### src/rtl/mchk_pkg.sv
package mchk_pkg;

  localparam int WORD_W = 32;
  typedef logic [WORD_W-1:0] word_t;

  // big-endian bit number -> LSB index
  function automatic int lsb_of(input int be_bit);
    return WORD_W - 1 - be_bit;
  endfunction

  localparam int MSR_ME   = lsb_of(19);
  localparam int MSR_ILE  = lsb_of(15);
  localparam int MSR_LE   = lsb_of(31);
  localparam int STS_KEEP_HI  = lsb_of(16);
  localparam int STS_CAUSE_HI = lsb_of(12);
  localparam int STS_CAUSE_LO = lsb_of(15);

  // MSR bits cleared when a machine check is taken
  function automatic word_t msr_clear_mask();
    word_t m;
    m = '0;
    for (int b = 0; b < WORD_W; b++) begin
      case (b)
        13, 14, 16, 17, 18, 19, 20, 21, 22, 23, 25, 26, 27, 30: m[WORD_W-1-b] = 1'b1;
        default: ;
      endcase
    end
    return m;
  endfunction

  localparam word_t MSR_CLR = msr_clear_mask();

  // order matches the status word, MSB first
  typedef struct packed {
    logic mcp;
    logic tea;
    logic dpe;
    logic ape;
  } cause_t;

  localparam int CAUSE_W = $bits(cause_t);

endpackage

### src/rtl/mchk_cause.sv
module mchk_cause
  import mchk_pkg::*;
(
  input  logic   mcp_i,
  input  logic   tea_i,
  input  logic   dpe_i,
  input  logic   ape_i,
  output cause_t cause_o,
  output logic   any_o
);

  always_comb begin
    cause_o.mcp = mcp_i;
    cause_o.tea = tea_i;
    cause_o.dpe = dpe_i;
    cause_o.ape = ape_i;
    any_o       = mcp_i | tea_i | dpe_i | ape_i;
  end

endmodule

### src/rtl/mchk_image.sv
module mchk_image
  import mchk_pkg::*;
(
  input  word_t  msr_i,
  input  cause_t cause_i,
  output word_t  sts_o,
  output word_t  msr_o
);

  logic [CAUSE_W-1:0] cause_vec;
  assign cause_vec = cause_i;

  for (genvar i = 0; i < WORD_W; i++) begin : g_sts
    if (i <= STS_KEEP_HI) begin : g_keep
      assign sts_o[i] = msr_i[i];
    end else if (i <= STS_CAUSE_HI) begin : g_cause
      assign sts_o[i] = cause_vec[i-STS_CAUSE_LO];
    end else begin : g_zero
      assign sts_o[i] = 1'b0;
    end
  end

  always_comb begin
    msr_o         = msr_i & ~MSR_CLR;
    msr_o[MSR_LE] = msr_i[MSR_ILE];
  end

endmodule

### src/rtl/mchk_halt.sv
module mchk_halt #(
  parameter int FRZ_LAT = 2
) (
  input  logic clk,
  input  logic rst_n,
  input  logic enter_i,
  output logic ckstp_o,
  output logic freeze_o
);

  localparam int CNT_W = $clog2(FRZ_LAT + 1);
  localparam logic [CNT_W-1:0] CNT_LAST = CNT_W'(FRZ_LAT - 1);

  logic             ck_q, ck_d;
  logic             frz_q, frz_d;
  logic [CNT_W-1:0] cnt_q, cnt_d;
  logic             cnt_en;

  always_comb begin
    ck_d   = ck_q | enter_i;
    frz_d  = frz_q;
    cnt_d  = cnt_q;
    cnt_en = ck_q & ~frz_q;
    if (cnt_en) begin
      if (cnt_q == CNT_LAST) frz_d = 1'b1;
      else                   cnt_d = cnt_q + 1'b1;
    end
  end

  always_ff @(posedge clk or negedge rst_n) begin
    if (!rst_n) begin
      ck_q  <= 1'b0;
      frz_q <= 1'b0;
      cnt_q <= '0;
    end else begin
      ck_q <= ck_d;
      if (cnt_en) begin
        frz_q <= frz_d;
        cnt_q <= cnt_d;
      end
    end
  end

  assign ckstp_o  = ck_q;
  assign freeze_o = frz_q;

endmodule

### src/rtl/mchk_ctrl.sv
module mchk_ctrl
  import mchk_pkg::*;
#(
  parameter int          FRZ_LAT  = 2,
  parameter int          VEC_W    = 20,
  parameter logic [VEC_W-1:0] MCHK_VEC = 20'h00200,
  parameter logic [31:0] RST_MSR  = 32'h0000_1000
) (
  input  logic             clk,
  input  logic             rst_n,
  input  logic             mcp_i,
  input  logic             tea_i,
  input  logic             dpe_i,
  input  logic             ape_i,
  input  logic             ckstp_req_i,
  input  logic [31:0]      nia_i,
  input  logic             msr_wr_en_i,
  input  logic [31:0]      msr_wr_data_i,
  output logic [31:0]      msr_o,
  output logic [31:0]      save_pc_o,
  output logic [31:0]      save_sts_o,
  output logic             exc_take_o,
  output logic [VEC_W-1:0] exc_vec_o,
  output logic             ckstp_o,
  output logic             freeze_o
);

  cause_t cause;
  logic   evt;
  word_t  img_sts, img_msr;
  word_t  msr_q, msr_d, pc_q, sts_q;
  logic   take_q, take_d;
  logic   msr_en, enter, ck;

  mchk_cause u_cause (
    .mcp_i   (mcp_i),
    .tea_i   (tea_i),
    .dpe_i   (dpe_i),
    .ape_i   (ape_i),
    .cause_o (cause),
    .any_o   (evt)
  );

  mchk_image u_image (
    .msr_i   (msr_q),
    .cause_i (cause),
    .sts_o   (img_sts),
    .msr_o   (img_msr)
  );

  mchk_halt #(.FRZ_LAT(FRZ_LAT)) u_halt (
    .clk      (clk),
    .rst_n    (rst_n),
    .enter_i  (enter),
    .ckstp_o  (ck),
    .freeze_o (freeze_o)
  );

  // routing decision
  always_comb begin
    take_d = ~ck & ~ckstp_req_i & evt & msr_q[MSR_ME];
    enter  = ~ck & (ckstp_req_i | (evt & ~msr_q[MSR_ME]));
    msr_en = take_d | (msr_wr_en_i & ~ck);
    msr_d  = take_d ? img_msr : msr_wr_data_i;
  end

  always_ff @(posedge clk or negedge rst_n) begin
    if (!rst_n) msr_q <= RST_MSR;
    else if (msr_en) msr_q <= msr_d;
  end

  always_ff @(posedge clk or negedge rst_n) begin
    if (!rst_n) begin
      pc_q  <= '0;
      sts_q <= '0;
    end else if (take_d) begin
      pc_q  <= nia_i;
      sts_q <= img_sts;
    end
  end

  always_ff @(posedge clk or negedge rst_n) begin
    if (!rst_n) take_q <= 1'b0;
    else        take_q <= take_d;
  end

  assign msr_o      = msr_q;
  assign save_pc_o  = pc_q;
  assign save_sts_o = sts_q;
  assign exc_take_o = take_q;
  assign exc_vec_o  = take_q ? MCHK_VEC : '0;
  assign ckstp_o    = ck;

endmodule

### config.mk
export PLATFORM = sky130hd
export DESIGN_NAME = mchk_ctrl
export DESIGN_NICKNAME = d
export VERILOG_FILES = /design/src/rtl/mchk_pkg.sv /design/src/rtl/mchk_cause.sv /design/src/rtl/mchk_image.sv /design/src/rtl/mchk_halt.sv /design/src/rtl/mchk_ctrl.sv
export SDC_FILE = /design/constraint.sdc
export NUM_CORES = 1
export LEC_CHECK = 0
export ABC_CLOCK_PERIOD_IN_PS = 2700
export CAP_MARGIN = 0
export CORE_MARGIN = 10
export CORE_UTILIZATION = 25
export DETAILED_ROUTE_END_ITERATION = 10
export PLACE_DENSITY_LB_ADDON = 0.25
export SYNTH_ARGS = -nofsm -noshare
export SYNTH_HDL_FRONTEND = slang
export SYNTH_HIERARCHICAL = 1
export SYNTH_SLANG_ARGS = --single-unit
### constraint.sdc
create_clock -name clk -period 2.7 [get_ports clk]
set_clock_uncertainty 0.05 [all_clocks]
set_input_delay 0.54 -clock clk [delete_from_list [all_inputs] [get_ports clk]]
set_output_delay 0.54 -clock clk [all_outputs]
set_load 0.03 [all_outputs]
Yosys cells after proc, flatten, opt, wreduce, memory -nomap -nowiden:

Cells that the tools add are included.

* bits in registers: 89
* output and inout bits: 119
* logic and storage cells: 34

* add/subtract/negate cells: 1
* equal/unequal tests: 1
* multiplexer cells: 2
* bitwise logic cells: 19
* reduce and logical (&&, ||, !) cells: 3

Operators by type and width (count)
* $mux W19: 1
* $mux W10: 1
* $and A1 B1 Y1: 7
* $not A1 Y1: 6
* $or A1 B1 Y1: 6
* $reduce_and A2 Y1: 3
* $add A2 B1 Y2 const B: 1
* $eq A2 B1 Y1 const B: 1

Logic depth before layout (Yosys ltp):

Gate-level depths: netlist of the first run.

* depth after elaboration: 7
* depth in mapped cells: 7
* depth with buffers taken out: 4

By module:

The synthesis of the first run kept the hierarchy.

By module, submodules not included
* mchk_ctrl: times used 1, cells an instance 301, area each 4086.4 um2, sequential area each 2428.6 um2
* mchk_image: times used 1, cells an instance 65, area each 484.2 um2, sequential area each 0.0 um2
* mchk_halt: times used 1, cells an instance 11, area each 168.9 um2, sequential area each 100.1 um2
* mchk_cause: times used 1, cells an instance 5, area each 37.5 um2, sequential area each 0.0 um2

Worst setup path after synthesis of the first run:

No wires, ideal clock.

* path kind: in2reg
* start: in tea_i
* end: reg sts_q[19], in the netlist save_sts_o[19]
* setup time: 127 ps
* data arrival time: 1881 ps
* required time: 2523 ps
* setup slack: 642 ps
* stages on the path: 5
* cell sequence: or4_1 -> and4bb_1 -> buf_6 -> buf_6 -> mux2_1

* cells in the longest elaborated chain, start to end: 5

RTL lines
* start, declared: RTL line mchk_ctrl.sv:12 `input logic tea_i,`
* $or A1 B1 Y1 (3 in a row): RTL line mchk_cause.sv:17 `any_o = mcp_i | tea_i | dpe_i | ape_i;`
* $and A1 B1 Y1 (2 in a row): RTL line mchk_ctrl.sv:61 `take_d = ~ck & ~ckstp_req_i & evt & msr_q[MSR_ME];`
* end signal, assigned: RTL line mchk_ctrl.sv:78 `sts_q <= img_sts;`
* end, declared: RTL line mchk_ctrl.sv:31 `word_t msr_q, msr_d, pc_q, sts_q;`

No other way between the ends.
A chain may end at the register's enable or synchronous reset.

Worst setup path after layout of the first run:

* start: reg msr_q[12], in the netlist msr_o[12]
* end: out msr_o[12]

RTL lines
* start, declared: RTL line mchk_ctrl.sv:31
* start signal, assigned: RTL line mchk_ctrl.sv:69 `else if (msr_en) msr_q <= msr_d;`
* end, declared: RTL line mchk_ctrl.sv:19 `output logic [31:0] msr_o,`

No word-level cell between the ends.

==> flow_summary.yaml, run 1 <==
critical_path:
  r2r_start: "msr_o[12]"
  required_ns: 2.11
  ff2ff_path_depth: 3
  start_kind: "flop"
  crit_cells: 1
  crit_arrival_ns: 1.66
  setup.worst_path.end: "msr_o[12]"
  reg2reg_setup_slack_ns: 0.79
  critPathLaunch: "msr_o[12]"
  cp_slowest_cell: "clkdlybuf4s50_1"
  path_cells: "clkdlybuf4s50_1"
  critical_path.max_stage_delay_ns: 0.70
  path_class: "reg -> out"
  cp_max_fo: 5
  path_buf_inv: 1
  critPathTopFamily: "buffers and inverters"
  worstReg2RegEnd: "save_sts_o[14]"
  end_kind: "primary output"
clock_network:
  clock-sinks: 101
  cts_resized: 0
  holdBufCountCts: 0
  cts_tree: "built"
  cts_inserted_buffers: 9
  clock_latency_ns: 0.34
  clk_pin_slew_ns: 0.07
  post-cts-setup-buffers: 0
  h-tree-depth: 3
  clockBufferDepth: 2
  cts_root_buffer: "clkbuf_16"
finish:
  post-route-util: 0.3485
  diodes: 0
  fillCellCount: 1856
  area_growth_pct: 36.93
  mostFrequentLayoutCells: "clkdlybuf4s50_1 (170), dfrtp_1 (100), mux2_2 (62)"
  nets: 582
  mostFrequentLayoutCell: "clkdlybuf4s50_1"
  drive_gt1_frac: 0.1809
timing:
  min_period_over_period: 0.8340
  finalSetupViolCount: 0
  timing_hold_violations_final: 0
  relSlewSlack: 0.6523
  worst_pin_slew_ns: 0.5216
  fin_ws_ns: 0.4482
  fin_setup_tns_ns: 0
  min_period_ns: 2.252
  rsz0062_at_grt: "no"
  slew_violations: 0
  fmax_mhz: 444.1
die:
  io_pins: 191
  die_h_um: 158.2
  design.die.area_mm2: 0.02504
  start_util: 0.2545
  core_mm2: 0.01877
  die_width_um: 158.2
  row_count: 50
placement:
  portBuffers: 171
  dp_slack_ns: 0.1432
  gp_congestion: 0.7319
  dp_hpwl_um: 9088
logic_synthesis:
  syn_area_per_cell_um2: 12.51
  synth_top_area_cell: "dfrtp_1"
  synth_top_area_share: 0.5238
  ys_ff_latch: 101
  synth_cells: 382
  yosys.area_share.simple: 0.03667
  synthMuxAreaShare: 0.2200
  ys_warn_count: 6
  synthAdderAreaFrac: 0.002619
  ys_top_cells_by_area: "dfrtp_1 (52%), mux2_2 (15%), buf_4 (14%)"
  synthDistinctLibCells: 24
  synth_top_family_by_area: "multiplexers"
  synth-xor-area-share: 0.001833
  synth_compound_area_frac: 0.03641
  netlist_area_mm2: 0.004777
  synth.yosys.seq_area_share: 0.5293
global_routing:
  grt_use_total: 0.09570
  grt_max_degree: 48
  grt_pass1_vias: 3271
  grt_pass1_wl_um: 18530
  antenna_found_initial: 0
  grt-ovfl-total: 0
detailed_routing:
  met2WireLength_um: 6214
  route.met3.wl_um: 1264
  vias: 2988
  wl_met1_um: 4413
  via_per_inst: 3.995
  wirelength_um: 12040
  route.detailed.drc: 0
  first_pass_iters: 4
  wl_per_cell_um: 16.09
  top_layer: "met4"
  ant_nets: 0
  drt_iter0_markers: 74
power_and_ir_drop:
  ir_drop_mv: 0.4389
  leakagePower_uw: 0.002941
  power.density_mw_per_mm2: 1167
hold_path:
  hold_path.class: "in -> async"
run:
  cap_viol_max_count: 0
run_status:
  status: "completed"
==> routing by layer <==
metal  track usage  up-vias
li1              -     1406
met1       0.09784     1465
met2        0.1682      105
met3       0.04613       12
met4       0.03044        0
met5             0        -
==> through the flow <==
step / instances / area (um2) / power (uW) / hold WS [ns]
after floorplan: 425 / 4938 / 5026 / 0.1944
after global placement: 732 / 6245 / 6395 / 0.4132
after detailed placement: 732 / 6245 / 6464 / 0.4280
after CTS: 748 / 6541 / 7805 / 0.1255
after global routing: 748 / 6541 / 8097 / 0.1536
final: 748 / 6541 / 7635 / 0.1141
==> cells in the mapped netlist <==
cell type,instances
dfrtp_1,100
nand2b_1,1
inv_1,2
a21o_2,1
a21oi_1,1
xor2_1,1
nand2_1,32
ha_1,1
buf_4,91
buf_2,4
buf_6,9
mux2_2,62
mux2i_1,33
conb_1,2
or2_2,1
or4_1,1
nor3b_4,1
dfstp_2,1
o21ai_1,2
and4bb_1,1
clkbuf_1,2
mux2_1,2
nor2_1,1
o21ai_0,30
==> cell families (layout without fill, tap and decap cells) <==
family	count (synthesis)	count (layout)
and+or+nand+nor	38	38
xor gates and xnor gates	1	1
DFF	101	101
adders and majority gates	1	1
muxes	97	97
other	2	45
AOI/OAI and AO/OA	34	34
buffers and inverters	108	197
==> where the power goes <==
group / leakage, uW / total [uW] / switching, uW / internal (uW)
Clock: 0.000145 / 1280 / 579 / 705
Sequential: 0.00125 / 2620 / 425 / 2200
Combinational: 0.00154 / 3730 / 2070 / 1660
Total: 0.00294 / 7630 / 3070 / 4560
==> registers in the layout (all words and copies together) (netlist names) <==
| name | count |
|---|---|
| exc_take_o | 1 |
| msr_o | 32 |
| save_pc_o | 32 |
| save_sts_o | 32 |
| u_halt/ckstp_o | 1 |
| u_halt/cnt_q | 2 |
| u_halt/freeze_o | 1 |
==> cell type report <==
| cell class | count | area, um2 | area share |
|---|---|---|---|
| inverter | 2 | 7.507 | 0.001148 |
| clock buffer | 12 | 266.5 | 0.04074 |
| sequential | 101 | 2529 | 0.3866 |
| tap | 234 | 292.8 | 0.04476 |
| multi-input combinational | 216 | 1597 | 0.2441 |
| timing repair buffer | 179 | 1819 | 0.2781 |
| clock inverter | 4 | 30.03 | 0.004591 |
==> worst reg2reg max path, cell delays in order, from the launching register on <==
cell	delay [ns]
dfstp_2	0.62
and4bb_4	0.45
buf_4	0.31
mux2_2	0.37
==> worst min path at each step <==
stage / slack, ns / to / from / cells after the start
floorplan: 0.19 / exc_take_o / rst_n / 0
global placement: 0.41 / u_halt/cnt_q[0] / u_halt/cnt_q[0] / 1
detailed placement: 0.43 / save_sts_o[19] / save_sts_o[19] / 1
CTS: 0.13 / exc_take_o / rst_n / 1
global route: 0.15 / exc_take_o / rst_n / 1
finish: 0.11 / exc_take_o / rst_n / 1
No activity file was read; power rests on OpenSTA's default activity.
==> run 2: changes to the inputs <==
--- a/config.mk
+++ b/config.mk
@@ -5,7 +5,7 @@
 export SDC_FILE = /design/constraint.sdc
 export NUM_CORES = 1
 export LEC_CHECK = 0
-export ABC_CLOCK_PERIOD_IN_PS = 2700
+export ABC_CLOCK_PERIOD_IN_PS = 1800
 export CAP_MARGIN = 0
 export CORE_MARGIN = 10
 export CORE_UTILIZATION = 25
==> constraint.sdc (replaced) <==
create_clock -name clk -period 1.8 [get_ports clk]
set_clock_uncertainty 0.05 [all_clocks]
set_input_delay 0.36 -clock clk [delete_from_list [all_inputs] [get_ports clk]]
set_output_delay 0.36 -clock clk [all_outputs]
set_load 0.03 [all_outputs]
==> flow_summary.yaml, run 2 (same netlist as run 1, synthesis figures left out) <==
run_status:
  status: "finished, violations left"
  failed_checks: "negative hold slack"
die:
  core_mm2: 0.01877
  start_util: 0.2545
  die_width_um: 158.2
  design.die.area_mm2: 0.02504
  row_count: 50
  io_pins: 191
  die_h_um: 158.2
critical_path:
  cp_max_fo: 5
  path_class: "in -> reg"
  end_kind: "flop"
  required_ns: 1.98
  critical_path.max_stage_delay_ns: 0.53
  crit_arrival_ns: 1.97
  start_kind: "primary input"
  path_cells: "dlygate4sd2_1 -> or4_4 -> and4bb_4 -> buf_6 -> buf_12 -> mux2_4"
  cp_slowest_cell: "or4_4"
timing:
  relSlewSlack: 0.6014
  min_period_over_period: 0.9961
  worst_pin_slew_ns: 0.5979
  min_period_ns: 1.793
  fmax_mhz: 557.7
  fin_ws_ns: 0.007074
  whs_ns: -0.002879
  slew_violations: 0
  finalSetupViolCount: 0
  timing_hold_violations_final: 1
global_routing:
  grt_pass1_wl_um: 18820
  met3_usage: 0.03989
  top_usage_layer: "met2"
  grt-ovfl-total: 0
  met2_usage: 0.1554
  grt_pass1_vias: 3230
  grt_use_total: 0.09730
  antenna_found_initial: 0
  use_met1: 0.1148
  grt_max_degree: 102
finish:
  fillCellCount: 1872
  mostFrequentLayoutCells: "dfrtp_1 (100), dlygate4sd2_1 (97), clkdlybuf4s50_1 (66)"
  post-route-util: 0.3562
  drive_gt1_frac: 0.2004
  nets: 592
  area_growth_pct: 39.94
  diodes: 0
  mostFrequentLayoutCell: "dfrtp_1"
placement:
  gp_congestion: 0.6685
  portBuffers: 171
  dp_hpwl_um: 9071
  dp_slack_ns: -0.4887
detailed_routing:
  route.detailed.drc: 0
  wirelength_um: 12820
  via_per_inst: 3.959
  vias: 3001
  drt_iter0_markers: 128
  ant_nets: 0
  wl_per_cell_um: 16.91
  first_pass_iters: 4
clock_network:
  clock_latency_ns: 0.34
  clk_pin_slew_ns: 0.07
  cts_inserted_buffers: 9
  clockBufferDepth: 2
  h-tree-depth: 3
  cts_root_buffer: "clkbuf_16"
  cts_tree: "built"
  clock-sinks: 101
power_and_ir_drop:
  internal_power_uw: 6411
  power_frac_seq: 0.353
  ir_drop_mv: 0.6297
  leakagePower_uw: 0.003369
  power.density_mw_per_mm2: 1651
  switching_power_uw: 4624
  switching_share: 0.4190
  p_comb_frac: 0.454
  clock_power_share: 0.193
run:
  cap_viol_max_count: 0
hold_path:
  hold_path.class: "in -> async"
-- run 2: per-layer routing --
metal / vias up / wire length [um]
met5: - / 0
met4: 0 / 147
met3: 9 / 1174
met2: 108 / 6059
met1: 1458 / 5437
li1: 1426 / -
-- run 2: power by group through the flow --
stage | clock network (uW) | logic (uW) | registers, uW
3_3_place_gp | 0 | 5690 | 3930
5_1_grt | 2300 | 5320 | 4060
4_1_cts | 2230 | 5100 | 3920
6_report | 2130 | 5010 | 3900
2_1_floorplan | 0 | 1650 | 5910
3_5_place_dp | 0 | 5750 | 3990
-- run 2: repair_timing --
action,in CTS,in global routing
endpoints found under the hold margin,0,0
gates cloned,3,2
setup buffers,0,5
hold buffers,0,0
endpoints found under the setup margin,148,53
pin swaps,2,1
resized for setup,99,17
-- run 2: final timing paths --
check	startpoint	to	slack (ns)	cells after the start
setup / recovery	dpe_i	save_pc_o[30]	0.007	6
hold / removal	rst_n	msr_o[29]	-0.003	2
setup reg to reg	msr_o[12]	save_sts_o[25]	0.04	4
hold reg to reg	u_halt/cnt_q[0]	u_halt/cnt_q[0]	0.44	1
max in group asynchronous	rst_n	save_sts_o[23]	1.21	2
min in group clk	tea_i	save_sts_o[18]	0.25	2
-- run 2: layout make-up --
type,count,area (um2),area share
repair buffers,189,1914,0.2864
flip-flops and latches,101,2529,0.3783
inverters,2,7.507,0.001123
multi-input cells,216,1615,0.2416
well taps,234,292.8,0.04380
clock inverters,5,83.83,0.01254
clock buffers,11,242.7,0.03631
-- run 2: critical path: cells and delay by family --
| family | cells | cell delay [ns] |
|---|---|---|
| buffers and inverters | 3 | 0.51 |
| muxes | 1 | 0.30 |
| and+or+nand+nor | 2 | 0.79 |
-- run 2: per-stage QoR --
step           setup TNS, ns  instances  power (uW)  area (um2)
6_report                   0        758       11030        6685
5_1_grt            -0.002740        758       11680        6685
4_1_cts               -1.526        753       11260        6614
3_5_place_dp          -38.87        734        9737        6309
3_3_place_gp          -38.02        734        9616        6309
2_1_floorplan         -1.206        425        7559        4954
==> run 3: changes to the inputs <==
--- a/config.mk
+++ b/config.mk
@@ -6,7 +6,7 @@
 export NUM_CORES = 1
 export LEC_CHECK = 0
 export ABC_CLOCK_PERIOD_IN_PS = 1800
-export CAP_MARGIN = 0
+export CAP_MARGIN = 15
 export CORE_MARGIN = 10
 export CORE_UTILIZATION = 25
 export DETAILED_ROUTE_END_ITERATION = 10
==> results of run 3 <==
No change in the layout: final DEF, timing and power equal those of run 2.
